**src/rtl/wcs_pkg.sv**
```systemverilog
package wcs_pkg;
  typedef enum logic [1:0] {
    SRC_OFF    = 2'd0,
    SRC_ARRAY  = 2'd1,
    SRC_STATUS = 2'd2
  } rd_src_e;
endpackage

```
**src/rtl/wcs_strobe.sv**
```systemverilog
module wcs_strobe (
  input  logic clk_i,
  input  logic rst_ni,
  input  logic ce_ni,
  input  logic oe_ni,
  output logic act_o,
  output logic start_o
);
  logic act_q;

  assign act_o   = ~ce_ni & ~oe_ni;
  assign start_o = act_o & ~act_q;

  always_ff @(posedge clk_i or negedge rst_ni) begin
    if (!rst_ni) act_q <= 1'b0;
    else         act_q <= act_o;
  end
endmodule

```
**src/rtl/wcs_toggle.sv**
```systemverilog
module wcs_toggle (
  input  logic clk_i,
  input  logic rst_ni,
  input  logic adv_i,
  output logic tog_nxt_o
);
  logic tog_q;

  // value after this edge's update, so a fresh access shows the new state
  assign tog_nxt_o = adv_i ? ~tog_q : tog_q;

  always_ff @(posedge clk_i or negedge rst_ni) begin
    if (!rst_ni) tog_q <= 1'b0;
    else         tog_q <= tog_nxt_o;
  end
endmodule

```
**src/rtl/wcs_mux.sv**
```systemverilog
module wcs_mux
  import wcs_pkg::*;
#(
  parameter int DATA_W = 8
) (
  input  logic              act_i,
  input  logic              busy_i,
  input  logic              match_i,
  input  logic              last_msb_i,
  input  logic              tog_i,
  input  logic [DATA_W-1:0] arr_i,
  output rd_src_e           src_o,
  output logic [DATA_W-1:0] data_o
);
  localparam int POLL_BIT = DATA_W - 1;
  localparam int TOG_BIT  = DATA_W - 2;

  logic [DATA_W-1:0] status;

  always_comb begin
    if (!act_i)      src_o = SRC_OFF;
    else if (busy_i) src_o = SRC_STATUS;
    else             src_o = SRC_ARRAY;
  end

  always_comb begin
    status           = '0;
    status[POLL_BIT] = match_i & ~last_msb_i;
    status[TOG_BIT]  = tog_i;
  end

  always_comb begin
    unique case (src_o)
      SRC_ARRAY:  data_o = arr_i;
      SRC_STATUS: data_o = status;
      default:    data_o = '0;
    endcase
  end
endmodule

```
**src/rtl/wr_status_rdpath.sv**
```systemverilog
module wr_status_rdpath
  import wcs_pkg::*;
#(
  parameter int ADDR_W = 13,
  parameter int DATA_W = 8
) (
  input  logic              clk_i,
  input  logic              rst_ni,
  input  logic              ce_ni,
  input  logic              oe_ni,
  input  logic [ADDR_W-1:0] rd_addr_i,
  input  logic [DATA_W-1:0] arr_data_i,
  input  logic              busy_i,
  input  logic [ADDR_W-1:0] last_addr_i,
  input  logic [DATA_W-1:0] last_data_i,
  output logic [DATA_W-1:0] bus_o,
  output logic              bus_oe_o
);
  logic              rd_act, rd_start, tog_nxt, addr_hit;
  rd_src_e           src;
  logic [DATA_W-1:0] bus_d;

  wcs_strobe u_strobe (
    .clk_i   (clk_i),
    .rst_ni  (rst_ni),
    .ce_ni   (ce_ni),
    .oe_ni   (oe_ni),
    .act_o   (rd_act),
    .start_o (rd_start)
  );

  // toggle advances once per access, only while programming
  wcs_toggle u_toggle (
    .clk_i     (clk_i),
    .rst_ni    (rst_ni),
    .adv_i     (rd_start & busy_i),
    .tog_nxt_o (tog_nxt)
  );

  assign addr_hit = (rd_addr_i == last_addr_i);

  wcs_mux #(.DATA_W(DATA_W)) u_mux (
    .act_i      (rd_act),
    .busy_i     (busy_i),
    .match_i    (addr_hit),
    .last_msb_i (last_data_i[DATA_W-1]),
    .tog_i      (tog_nxt),
    .arr_i      (arr_data_i),
    .src_o      (src),
    .data_o     (bus_d)
  );

  always_ff @(posedge clk_i or negedge rst_ni) begin
    if (!rst_ni) begin
      bus_o    <= '0;
      bus_oe_o <= 1'b0;
    end else begin
      bus_o    <= bus_d;
      bus_oe_o <= (src != SRC_OFF);
    end
  end
endmodule

```
**config.mk**
```make
export PLATFORM = sky130hd
export DESIGN_NAME = wr_status_rdpath
export DESIGN_NICKNAME = d
export VERILOG_FILES = /design/src/rtl/wcs_pkg.sv /design/src/rtl/wcs_strobe.sv /design/src/rtl/wcs_toggle.sv /design/src/rtl/wcs_mux.sv /design/src/rtl/wr_status_rdpath.sv
export SDC_FILE = /design/constraint.sdc
export NUM_CORES = 1
export LEC_CHECK = 0
export BUFFER_PORTS_ARGS = -buffer_cell sky130_fd_sc_hd__clkbuf_2
export CELL_PAD_IN_SITES_DETAIL_PLACEMENT = 0
export CELL_PAD_IN_SITES_GLOBAL_PLACEMENT = 1
export CORE_ASPECT_RATIO = 0.9
export CORE_UTILIZATION = 22
export DETAILED_ROUTE_END_ITERATION = 8
export PLACE_DENSITY_LB_ADDON = 0.1
export SLEW_MARGIN = 30
export SYNTH_ARGS = -nofsm -noshare
export SYNTH_HDL_FRONTEND = slang
export SYNTH_SLANG_ARGS = --single-unit
```
**constraint.sdc**
```tcl
create_clock -name clk_i -period 1.8 [get_ports clk_i]
set_clock_uncertainty 0.2 [all_clocks]
set_input_delay 0.18 -clock clk_i [delete_from_list [all_inputs] [get_ports clk_i]]
set_output_delay 0.18 -clock clk_i [all_outputs]
set_load 0.05 [all_outputs]
```
* Yosys cells after proc, flatten, opt, wreduce, memory -nomap -nowiden
Cells that the tools add are included.
Storage, ports and cells: word-level logic and storage cells 21, input port bits 47, register bits after elaboration 11
Cells by class: bitwise logic cells 9, equality and inequality tests 3, reductions and logical operators 1, muxes and demuxes 4
Operators by type and width (number):
- one-hot mux 8 bit (2 select lines) | 1
- equality test 13 bit | 1
- NOT 1 bit | 5
- bitwise AND 1 bit | 4
- two-way mux 2 bit | 2
- equality test 2 x 1 -> 1 bit, second input constant | 1
- equality test 2 bit, second input constant | 1
- nonzero test 2 bit | 1
- two-way mux 1 bit | 1

* Depth between registers and ports, before layout
Gate-level depths: netlist of run 1.
depth in word-level cells 6, gate-level depth with buffers 4

* Cells and area by module
Synthesis of run 1 repeated with hierarchy kept, for this count alone.
Second synthesis, totals: cells, all modules 46, area, all modules 546.8 um^2
Modules (own cells, without submodules):
- wr_status_rdpath | times used 1, cells each 28, area each 382.9 um^2
- wcs_mux | times used 1, cells each 13, area each 91.3 um^2
- wcs_strobe | times used 1, cells each 3, area each 38.8 um^2
- wcs_toggle | times used 1, cells each 2, area each 33.8 um^2

* Least setup slack after synthesis of run 1
No wires, ideal clock.
kind reg-to-reg, from reg u_strobe.act_q, to reg bus_o[6], buffers on the path 0, setup slack 503 ps, data required time 1514 ps, arrival 1010 ps, stages on the path, launching flop included 5, cells stage by stage dfrtp_1 nor4b_2 xor2_1 mux2i_1 nor3_1
Between the ends: word-level cells in the longest chain between the ends 5
Ends and longest elaborated chain:
- start: declaration | line wcs_strobe.sv:9 | logic act_q;
- start signal: assignment | line wcs_strobe.sv:16 | else act_q <= act_o;
- NOT 1 bit | line wcs_strobe.sv:12 | assign start_o = act_o & ~act_q;
- bitwise AND 1 bit | line wcs_strobe.sv:12
- bitwise AND 1 bit | line wr_status_rdpath.sv:36 | .adv_i (rd_start & busy_i),
- two-way mux 1 bit | line wcs_toggle.sv:10 | assign tog_nxt_o = adv_i ? ~tog_q : tog_q;
- named net tog_nxt | line wr_status_rdpath.sv:19 | logic rd_act, rd_start, tog_nxt, addr_hit;
- one-hot mux 8 bit (2 select lines) | line wcs_mux.sv:33 | unique case (src_o)
- named net bus_d[6] | line wr_status_rdpath.sv:21 | logic [DATA_W-1:0] bus_d;
- end signal: assignment | line wr_status_rdpath.sv:58 | bus_o <= bus_d;
- end: declaration | line wr_status_rdpath.sv:16 | output logic [DATA_W-1:0] bus_o,
The timed path passes the listed nets, and every way through them passes these cells.

* Final worst setup path of run 1
from in oe_ni, to reg bus_o[6]
Between the ends: word-level cells in the longest chain between the ends 6, elaborated cells between the ends (all ways) 9, classes of those cells 2 x eq/ne; 3 x mux; 4 x bitwise
Ends and longest elaborated chain:
- start: declaration | line wr_status_rdpath.sv:10 | input logic oe_ni,
- NOT 1 bit | line wcs_strobe.sv:11 | assign act_o = ~ce_ni & ~oe_ni;
- bitwise AND 1 bit | line wcs_strobe.sv:11
- bitwise AND 1 bit | line wcs_strobe.sv:12
- bitwise AND 1 bit | line wr_status_rdpath.sv:36
- two-way mux 1 bit | line wcs_toggle.sv:10
- named net tog_nxt | line wr_status_rdpath.sv:19
- one-hot mux 8 bit (2 select lines) | line wcs_mux.sv:33
- named net bus_d[6] | line wr_status_rdpath.sv:21
The timed path passes the listed nets, and every way through them passes these cells.

==> impl_metrics.py, run 1 <==
metrics = {
    "logic_synthesis": {
        "synth.avg_cell_area_um2": 11.77,
        "synthesis.area_um2": 518.0,
        "seq_area_frac_synth": 0.5314,
        "netlist_instances": 44,
        "yosys.area.top_type_share": 0.5314,
        "synth_common_cells": "dfrtp_1 (11), xor2_1 (8), and2_1 (6), xnor2_1 (6)",
        "synth-seq-cells": 11,
        "async_flop_share": 1.000,
        "synth-edff-count": 0,
        "netlist.top_cell.by_area": "dfrtp_1",
        "synth_nets": 91,
        "synth_cell_types": 13,
        "synth_area_leaders": "dfrtp_1 (53%), xor2_1 (14%), xnor2_1 (10%)",
        "ys.flop_type": "dfrtp_1",
        "ys_warn_count": 0,
        "synthMostInstantiatedCell": "dfrtp_1",
    },
    "sta": {
        "period_share": 0.8891,
        "slew_headroom": 0.6049,
        "worst_pin_slew_ps": 588.1,
        "setup_viol": 0,
        "tns_ps": 0,
        "finalHoldViolations": 0,
        "drv_slew": 0,
        "fmax_ghz": 0.6248,
        "min_period_ps": 1600,
        "rsz0062_at_grt": "no",
    },
    "place": {
        "gp_congestion": 0.6085,
        "io_buffers": 48,
        "dpl.hpwl_um": 932.4,
    },
    "floorplanning": {
        "die_x_um": 53.15,
        "die_h_um": 48.04,
        "die-area_um2": 2553,
        "rows": 16,
        "pin_count": 56,
        "core_um2": 2202,
        "start_util": 0.2352,
    },
    "cts": {
        "cts_buffers": 3,
        "cts_resized": 0,
        "clock_path_buffers": 2,
        "cts_root_buf": "clkbuf_4",
        "ctsHoldBuffers": 12,
        "path_clk_slew_ps": 70,
        "clock_latency_ps": 270,
        "cts.sinks": 11,
        "cts_max_level": 1,
        "post_cts_buffers": 0,
        "cts_tree": "yes",
    },
    "detailed_routing": {
        "drtIter0Drc": 4,
        "ant_nets": 0,
        "vias_per_cell": 3.993,
        "wirelength_um": 1183,
        "dr_total_vias": 539,
        "wl_per_cell_um": 8.763,
        "first_pass_iters": 2,
        "drc": 0,
    },
    "worst_setup_path": {
        "cp_num_buf_inv": 2,
        "required_ps": 1790,
        "slowest_delay_ps": 530,
        "crit_type": "in2reg",
        "crit_path_end_kind": "flip-flop",
        "cp_top_family": "buffers and inverters",
        "cpMaxStageDelayCell": "dlygate4sd3_1",
        "path_cells": "dlygate4sd3_1, clkbuf_2, nor4b_2, xor2_1, mux2i_1, nor3_1",
        "path_max_fanout": 5,
        "cp-start-kind": "input port",
        "arrival_ps": 1590,
    },
    "layout": {
        "nets": 156,
        "seq_area_um2": 275.3,
        "post-route-util": 0.4261,
        "multi_input_area_um2": 242.7,
        "syn_to_final_growth_pct": 81.16,
        "antennaDiodeCount": 0,
        "drive_gt1_frac": 0.4815,
        "fill_cells": 230,
    },
    "global_route": {
        "grt_usage": 0.09091,
        "antenna_found_initial": 0,
        "grt_pass1_wl_um": 1614,
        "grt_pass1_vias": 419,
        "grt_max_degree": 12,
        "grt-ovfl-total": 0,
    },
    "power": {
        "vdd_ir_drop_max_mv": 0.2933,
        "total_power_uw": 600.9,
        "leakage_nw": 0.5053,
        "power_per_cell_area_nw_per_um2": 640.3,
    },
    "job": {
        "cap_violations": 0,
    },
    "hold_path": {
        "hp-class": "in2reg",
    },
    "run_status": {
        "status": "finished, final reports clean",
    },
}
path summary, 6_finish.rpt:
kind / startpoint / to / slack, ps / depth (start not counted)
worst max register to register: u_strobe.act_q / bus_o[6] / 410 / 4
worst max-delay path: oe_ni / bus_o[6] / 200 / 6
worst min-delay path: rd_addr_i[1] / bus_o[7] / 20 / 4
min in group asynchronous: rst_ni / bus_o[6] / 120 / 2
max in group asynchronous: rst_ni / bus_o[0] / 1070 / 2
worst min register to register: u_toggle.tog_q / u_toggle.tog_q / 280 / 1
flip-flops by register name (all words and copies together) (netlist names):
register,flops
u_toggle.tog_q,1
u_strobe.act_q,1
bus_o,8
bus_oe_o,1
cell usage in the layout (no fill, tap or decap), drive strengths merged:
cell / instances
xnor2: 6
nor4b: 1
nand2: 1
xor2: 8
dlygate4sd3: 12
dfrtp: 11
and3: 1
o21ai: 1
clkbuf: 52
and2: 6
nor2: 2
nand4: 2
nor3: 2
nor4: 2
mux2i: 1
worst register-to-register path, cell delays in order (launching register included):
cell and delay (ps):
dfrtp_1 370, nor4b_2 280, xor2_1 220, mux2i_1 100
nor3_1 130
through the flow:
step | cell area, µm² | hold WS, ps | cells | setup WS (ps)
4_1_cts | 938.4 | 23.52 | 135 | 214.5
5_1_grt | 938.4 | 40.91 | 135 | 114.2
6_report | 938.4 | 20.98 | 135 | 199.5
2_1_floorplan | 518.0 | -315.6 | 44 | 503.4
3_5_place_dp | 792.0 | -132.1 | 119 | 431.5
3_3_place_gp | 792.0 | -136.1 | 119 | 428.7
layer usage:
metal,vias up,track usage,wire [µm]
li1,274,-,-
met1,231,0.1065,469
met2,34,0.1519,590
met3,0,0.009524,123
met4,0,0.07895,0
met5,-,0,0
cells by family (layout without fill, tap and decap cells):
| family | after synthesis | in the layout | share of synthesized area |
|---|---|---|---|
| buffers and inverters | 0 | 64 | 0 |
| AOI/OAI and AO/OA | 1 | 1 | 0.009653 |
| DFF | 11 | 11 | 0.5314 |
| muxes | 1 | 1 | 0.01932 |
| and+or+nand+nor | 17 | 17 | 0.2029 |
| xor gates and xnor gates | 14 | 14 | 0.2367 |
cell type report:
cell class                      instances  area share
Clock buffer                            4     0.02800
Multi-Input combinational cell         33      0.2587
Sequential cell                        11      0.2933
Tap cell                               27     0.03600
Timing Repair Buffer                   60      0.3840
power breakdown:
group          switching [mW]  total [mW]  internal, mW
registers             0.00851       0.276         0.267
clock network          0.0816       0.167        0.0857
logic                  0.0773       0.158        0.0806
total                   0.167       0.601         0.433
No activity file was read; power rests on OpenSTA's default activity.
==> run 2: changes to the inputs <==
--- a/config.mk
+++ b/config.mk
@@ -9,10 +9,11 @@
 export CELL_PAD_IN_SITES_DETAIL_PLACEMENT = 0
 export CELL_PAD_IN_SITES_GLOBAL_PLACEMENT = 1
 export CORE_ASPECT_RATIO = 0.9
-export CORE_UTILIZATION = 22
+export CORE_UTILIZATION = 24
 export DETAILED_ROUTE_END_ITERATION = 8
 export PLACE_DENSITY_LB_ADDON = 0.1
 export SLEW_MARGIN = 30
 export SYNTH_ARGS = -nofsm -noshare
 export SYNTH_HDL_FRONTEND = slang
+export SYNTH_HIERARCHICAL = 1
 export SYNTH_SLANG_ARGS = --single-unit
==> constraint.sdc (replaced) <==
create_clock -name clk_i -period 1.9 [get_ports clk_i]
set_clock_uncertainty 0.2 [all_clocks]
set_input_delay 0.19 -clock clk_i [delete_from_list [all_inputs] [get_ports clk_i]]
set_output_delay 0.19 -clock clk_i [all_outputs]
set_load 0.05 [all_outputs]
==> run 2 against run 1 <==
Against the previous run: utilization grew 1.1 points; critical endpoint is now bus_o[4]; global-route usage grew 0.81 points; synthesized cell count rose by 4.5%; combinational power is 4% lower; flip-flop and latch count unchanged; setup slack better by 97 ps; worst hold slack worse by 1.3 ps; sequential power is 6% lower; cell count did not move; power shrank 6.7%; clock power down 11%; critical path type unchanged; register-to-register slack improved by 230 ps.
==> impl_metrics.py, run 2 <==
metrics = {
    "detailed_routing": {
        "vias_per_cell": 3.896,
        "first_pass_iters": 1,
        "drc": 0,
        "ant_nets": 0,
        "drtIter0Drc": 0,
        "wirelength_um": 1184,
        "wl_per_cell_um": 8.770,
        "dr_total_vias": 526,
    },
    "global_route": {
        "grt-ovfl-total": 0,
        "grt_usage": 0.09897,
        "antenna_found_initial": 0,
        "grt_pass1_vias": 465,
        "grt_pass1_wl_um": 1759,
        "grt_max_degree": 12,
    },
    "layout": {
        "post-route-cell-area_um2": 945.9,
        "layout_commonest_cell": "clkbuf_2",
        "layout_common_cells": "clkbuf_2 (48), dfrtp_1 (11), dlygate4sd3_1 (11)",
        "post-route-util": 0.4375,
        "drive_gt1_frac": 0.5000,
        "syn_to_final_growth_pct": 73.00,
        "largest_reg_flops": 8,
        "top_register": "bus_o",
        "nets": 156,
        "stdcell_count": 135,
        "antennaDiodeCount": 0,
    },
    "worst_setup_path": {
        "path_cells": "dlygate4sd3_1, clkbuf_2, nor2_1, nor2b_1, and2_1",
        "cp_num_buf_inv": 2,
        "cp_top_family": "simple AND/OR/NAND/NOR gates",
        "cpMaxStageDelayCell": "dlygate4sd3_1",
        "required_ps": 1890,
        "crit_type": "in2reg",
        "crit_path_end_kind": "flip-flop",
        "path_max_fanout": 8,
        "cp-start-kind": "input port",
        "slowest_delay_ps": 530,
        "arrival_ps": 1590,
    },
    "logic_synthesis": {
        "synth-edff-count": 0,
        "ys.flop_type": "dfrtp_1",
        "synth_cell_types": 15,
        "netlist.top_cell.by_area": "dfrtp_1",
        "ys_warn_count": 6,
        "synthMostInstantiatedCell": "dfrtp_1",
        "netlist_instances": 46,
        "synth_area_leaders": "dfrtp_1 (50%), xnor2_1 (11%), xor2_1 (11%)",
        "synth_common_cells": "dfrtp_1 (11), and2_1 (8), xnor2_1 (7), xor2_1 (7)",
        "synth.avg_cell_area_um2": 11.89,
        "synth-seq-cells": 11,
        "synth_nets": 93,
        "seq_area_frac_synth": 0.5034,
        "async_flop_share": 1.000,
        "synthesis.area_um2": 546.8,
        "yosys.area.top_type_share": 0.5034,
    },
    "power": {
        "total_power_uw": 560.7,
        "power_frac_comb": 0.270,
        "power.internal_uw": 411.2,
        "p_sw_uw": 149.5,
        "vdd_ir_drop_max_mv": 0.2489,
        "power.clock.fraction": 0.266,
        "power_per_cell_area_nw_per_um2": 592.7,
        "leakage_nw": 0.5099,
        "seqPwrFrac": 0.465,
        "p_sw_frac": 0.2666,
    },
    "cts": {
        "cts.sinks": 11,
        "clock_latency_ps": 260,
        "cts_buffers": 3,
        "clock_path_buffers": 2,
        "cts_tree": "yes",
        "cts_max_level": 1,
        "cts_resized": 0,
        "cts_root_buf": "clkbuf_4",
        "path_clk_slew_ps": 70,
    },
    "run_status": {
        "status": "finished, final reports clean",
    },
    "place": {
        "dp_cells": 120,
        "gp_congestion": 0.5964,
        "post_dp_cell_area_um2": 809.5,
        "dpl.hpwl_um": 984.5,
        "io_buffers": 48,
        "dp_slack_ps": 226.2,
    },
    "floorplanning": {
        "die_h_um": 47.28,
        "die-area_um2": 2473,
        "core_um2": 2162,
        "start_util": 0.2529,
        "pin_count": 56,
        "die_x_um": 52.31,
        "rows": 16,
    },
    "sta": {
        "worst_pin_slew_ps": 407.3,
        "finalHoldViolations": 0,
        "worst_slack_ps": 296.9,
        "whs_ps": 19.67,
        "setup_viol": 0,
        "fmax_ghz": 0.6238,
        "rsz0062_at_grt": "no",
        "min_period_ps": 1603,
        "tns_ps": 0,
        "period_share": 0.8437,
        "slew_headroom": 0.7279,
        "drv_slew": 0,
    },
    "hold_path": {
        "hp-class": "in2reg",
    },
    "job": {
        "cap_violations": 0,
    },
}
run 2: tightest hold or removal path: cells and delay by family:
kind	cells	cell delay, ps
compound gates	1	140
buf+inv	2	120
run 2: per-layer routing:
layer,share of wire,global-route usage,wire length [µm],up-vias
met4,0,0.04737,0,0
met1,0.39,0.1053,460,221
met2,0.52,0.1848,611,32
met5,0,0,0,-
li1,-,-,-,273
met3,0.094,0.02589,111,0
run 2: repair_timing:
action | CTS | global route
hold buffers | 11 | 0
buffers inserted | 0 | 0
endpoints found under the hold margin | 20 | 0
run 2: final timing paths:
path                           startpoint             end  slack [ps]  cells after the start
max reg2reg                u_strobe/act_q        bus_o[6]         640                      5
min                        last_data_i[7]        bus_o[7]          20                      3
min reg2reg                u_toggle/tog_q  u_toggle/tog_q         260                      1
max                                 ce_ni        bus_o[4]         300                      5
min in group asynchronous          rst_ni  u_toggle/tog_q         130                      2
max in group asynchronous          rst_ni        bus_o[0]        1160                      2
run 2: layout make-up:
| type | count | area, µm² |
|---|---|---|
| Clock buffer | 4 | 26.28 |
| Fill cell | 218 | 1216 |
| Inverter | 1 | 3.754 |
| Multi-Input combinational cell | 33 | 256.5 |
| Sequential cell | 11 | 275.3 |
| Tap cell | 27 | 33.78 |
| Timing Repair Buffer | 59 | 350.3 |
run 2: cell families (layout without fill, tap and decap cells):
group	count (synthesis)	count (layout)	synth area share
XOR/XNOR	14	14	0.2243
multiplexers	1	1	0.01831
buffers and inverters	2	64	0.02745
AO/OA/AOI/OAI	1	1	0.01831
flip-flops	11	11	0.5034
AND/OR/NAND/NOR	17	17	0.2082
run 2: power groups by stage:
stage / combinational (mW) / clock [mW] / sequential, mW
2_1_floorplan: 0.0474 / 0 / 0.291
3_3_place_gp: 0.134 / 0 / 0.265
3_5_place_dp: 0.135 / 0 / 0.266
4_1_cts: 0.153 / 0.156 / 0.261
5_1_grt: 0.165 / 0.169 / 0.262
6_report: 0.151 / 0.149 / 0.260
==> run 3: changes to the inputs <==
--- a/config.mk
+++ b/config.mk
@@ -9,7 +9,7 @@
 export CELL_PAD_IN_SITES_DETAIL_PLACEMENT = 0
 export CELL_PAD_IN_SITES_GLOBAL_PLACEMENT = 1
 export CORE_ASPECT_RATIO = 0.9
-export CORE_UTILIZATION = 24
+export CORE_UTILIZATION = 23
 export DETAILED_ROUTE_END_ITERATION = 8
 export PLACE_DENSITY_LB_ADDON = 0.1
 export SLEW_MARGIN = 30
==> constraint.sdc (replaced) <==
create_clock -name clk_i -period 1.5 [get_ports clk_i]
set_clock_uncertainty 0.2 [all_clocks]
set_input_delay 0.15 -clock clk_i [delete_from_list [all_inputs] [get_ports clk_i]]
set_output_delay 0.15 -clock clk_i [all_outputs]
set_load 0.05 [all_outputs]
==> run 3 against run 2 <==
Against the previous run: first-iteration DRC count unchanged; sequential share of layout area down 0.90 points; register-to-register slack worse by 390 ps; critical endpoint is now bus_oe_o; highest routed layer unchanged.
==> impl_metrics.py, run 3 (same netlist as run 2, synthesis figures left out) <==
metrics = {
    "sta": {
        "setup_viol": 0,
        "finalHoldViolations": 0,
        "drv_slew": 0,
        "fmax_ghz": 0.6911,
        "period_share": 0.9647,
        "worst_pin_slew_ps": 283.3,
        "tns_ps": 0,
        "slew_headroom": 0.8111,
        "min_period_ps": 1447,
    },
    "detailed_routing": {
        "vias_per_cell": 3.876,
        "wl_per_cell_um": 9.555,
        "wirelength_um": 1309,
        "first_pass_iters": 1,
        "drtIter0Drc": 0,
        "dr_total_vias": 531,
        "drc": 0,
        "ant_nets": 0,
    },
    "place": {
        "gp_congestion": 0.6662,
        "post_dp_cell_area_um2": 817.0,
        "io_buffers": 48,
    },
    "layout": {
        "layout_common_cells": "clkbuf_2 (47), dlygate4sd3_1 (12), dfrtp_1 (11)",
        "antennaDiodeCount": 0,
        "drive_gt1_frac": 0.5182,
        "post-route-cell-area_um2": 975.9,
        "post-route-util": 0.4432,
        "syn_to_final_growth_pct": 78.49,
        "layout_commonest_cell": "clkbuf_2",
        "nets": 158,
        "largest_reg_flops": 8,
        "top_register": "bus_o",
    },
    "hold_path": {
        "worstHoldEndpoint": "bus_o[6]",
        "hp-class": "in2reg",
        "hp-start": "busy_i",
        "hold_path_depth": 3,
    },
    "floorplanning": {
        "pin_count": 56,
        "start_util": 0.2483,
        "rows": 16,
        "die_x_um": 53.40,
        "die_h_um": 48.26,
        "core_um2": 2202,
        "die-area_um2": 2577,
    },
    "worst_setup_path": {
        "cp_num_buf_inv": 3,
        "cp-start-kind": "input port",
        "reg2reg_slack_ps": 250,
        "path_max_fanout": 8,
        "arrival_ps": 1390,
        "reg2reg_depth": 5,
        "slowest_delay_ps": 520,
        "cp_top_family": "buffers and inverters",
        "crit_path_end_kind": "flip-flop",
        "path_cells": "dlygate4sd3_1, clkbuf_2, nor2_1, nor2b_1, buf_4, or2_2",
        "cpMaxStageDelayCell": "dlygate4sd3_1",
        "r2r_start": "u_strobe/act_q",
        "rr_endpoint": "bus_o[6]",
        "required_ps": 1450,
        "crit_type": "in2reg",
    },
    "cts": {
        "cts.sinks": 11,
        "clock_latency_ps": 270,
        "cts_buffers": 3,
        "clock_path_buffers": 2,
        "cts_root_buf": "clkbuf_4",
        "cts_tree": "yes",
        "path_clk_slew_ps": 70,
        "cts_max_level": 1,
    },
    "global_route": {
        "grt-ovfl-total": 0,
        "grt_pass1_wl_um": 1849,
        "antenna_found_initial": 0,
        "grt_max_degree": 12,
        "grt_usage": 0.1098,
        "grt_pass1_vias": 454,
    },
    "run_status": {
        "status": "finished, final reports clean",
    },
    "job": {
        "cap_violations": 0,
    },
    "power": {
        "leakage_nw": 0.5203,
        "power_per_cell_area_nw_per_um2": 778.1,
        "vdd_ir_drop_max_mv": 0.5734,
        "total_power_uw": 759.4,
    },
}
-- run 3: worst max path at each step --
stage | end | slack [ps] | cells past startpoint | from
finish | bus_oe_o | 50 | 6 | ce_ni
detailed placement | bus_o[7] | -80 | 6 | last_addr_i[12]
CTS | bus_o[6] | 8 | 7 | oe_ni
global placement | bus_o[7] | -70 | 6 | last_addr_i[12]
global route | bus_o[6] | -5 | 7 | ce_ni
floorplan | bus_o[7] | 130 | 5 | last_addr_i[12]
-- run 3: final cells by class --
| class | instances | area [µm²] |
|---|---|---|
| timing repair buffer | 61 | 370.4 |
| inverter | 1 | 3.754 |
| clock buffer | 4 | 26.28 |
| sequential | 11 | 275.3 |
| tap | 27 | 33.78 |
| fill | 230 | 1226 |
| multi-input combinational | 33 | 266.5 |
-- run 3: where the power goes --
part | total (mW) | internal, mW | switching (mW) | leakage, nW
combinational | 0.224 | 0.122 | 0.102 | 0.358
clock | 0.201 | 0.103 | 0.0979 | 0.0150
sequential | 0.335 | 0.321 | 0.0134 | 0.147
total | 0.759 | 0.546 | 0.213 | 0.520
-- run 3: metrics by stage --
stage | setup slack (ps) | cells | hold slack (ps)
final | 52.93 | 137 | 22.91
after global routing | -4.609 | 137 | 42.79
after CTS | 8.214 | 137 | 16.63
after detailed placement | -83.15 | 121 | -153.7
after global placement | -65.58 | 121 | -159.9
after floorplan | 130.5 | 46 | -345.6
-- run 3: layer usage --
metal | global-route usage | vias to the layer above | wire (µm)
met4 | 0.01579 | 0 | 0
met3 | 0.06542 | 0 | 127
met5 | 0 | - | 0
li1 | - | 275 | -
met2 | 0.1900 | 31 | 675
met1 | 0.1200 | 225 | 506
-- run 3: timing repair --
action	4_1_cts	5_1_grt
endpoints found under the hold margin	20	0
gates resized for setup	0	2
hold buffers	12	0
endpoints found under the setup margin	0	1
setup buffers	0	1
-- run 3: worst reg2reg max path, delay by kind of cell, from the launching register on --
kind          cells  cell delay, ps
flops             1             380
simple gates      3             360
xor+xnor          1             160
mux               1              90
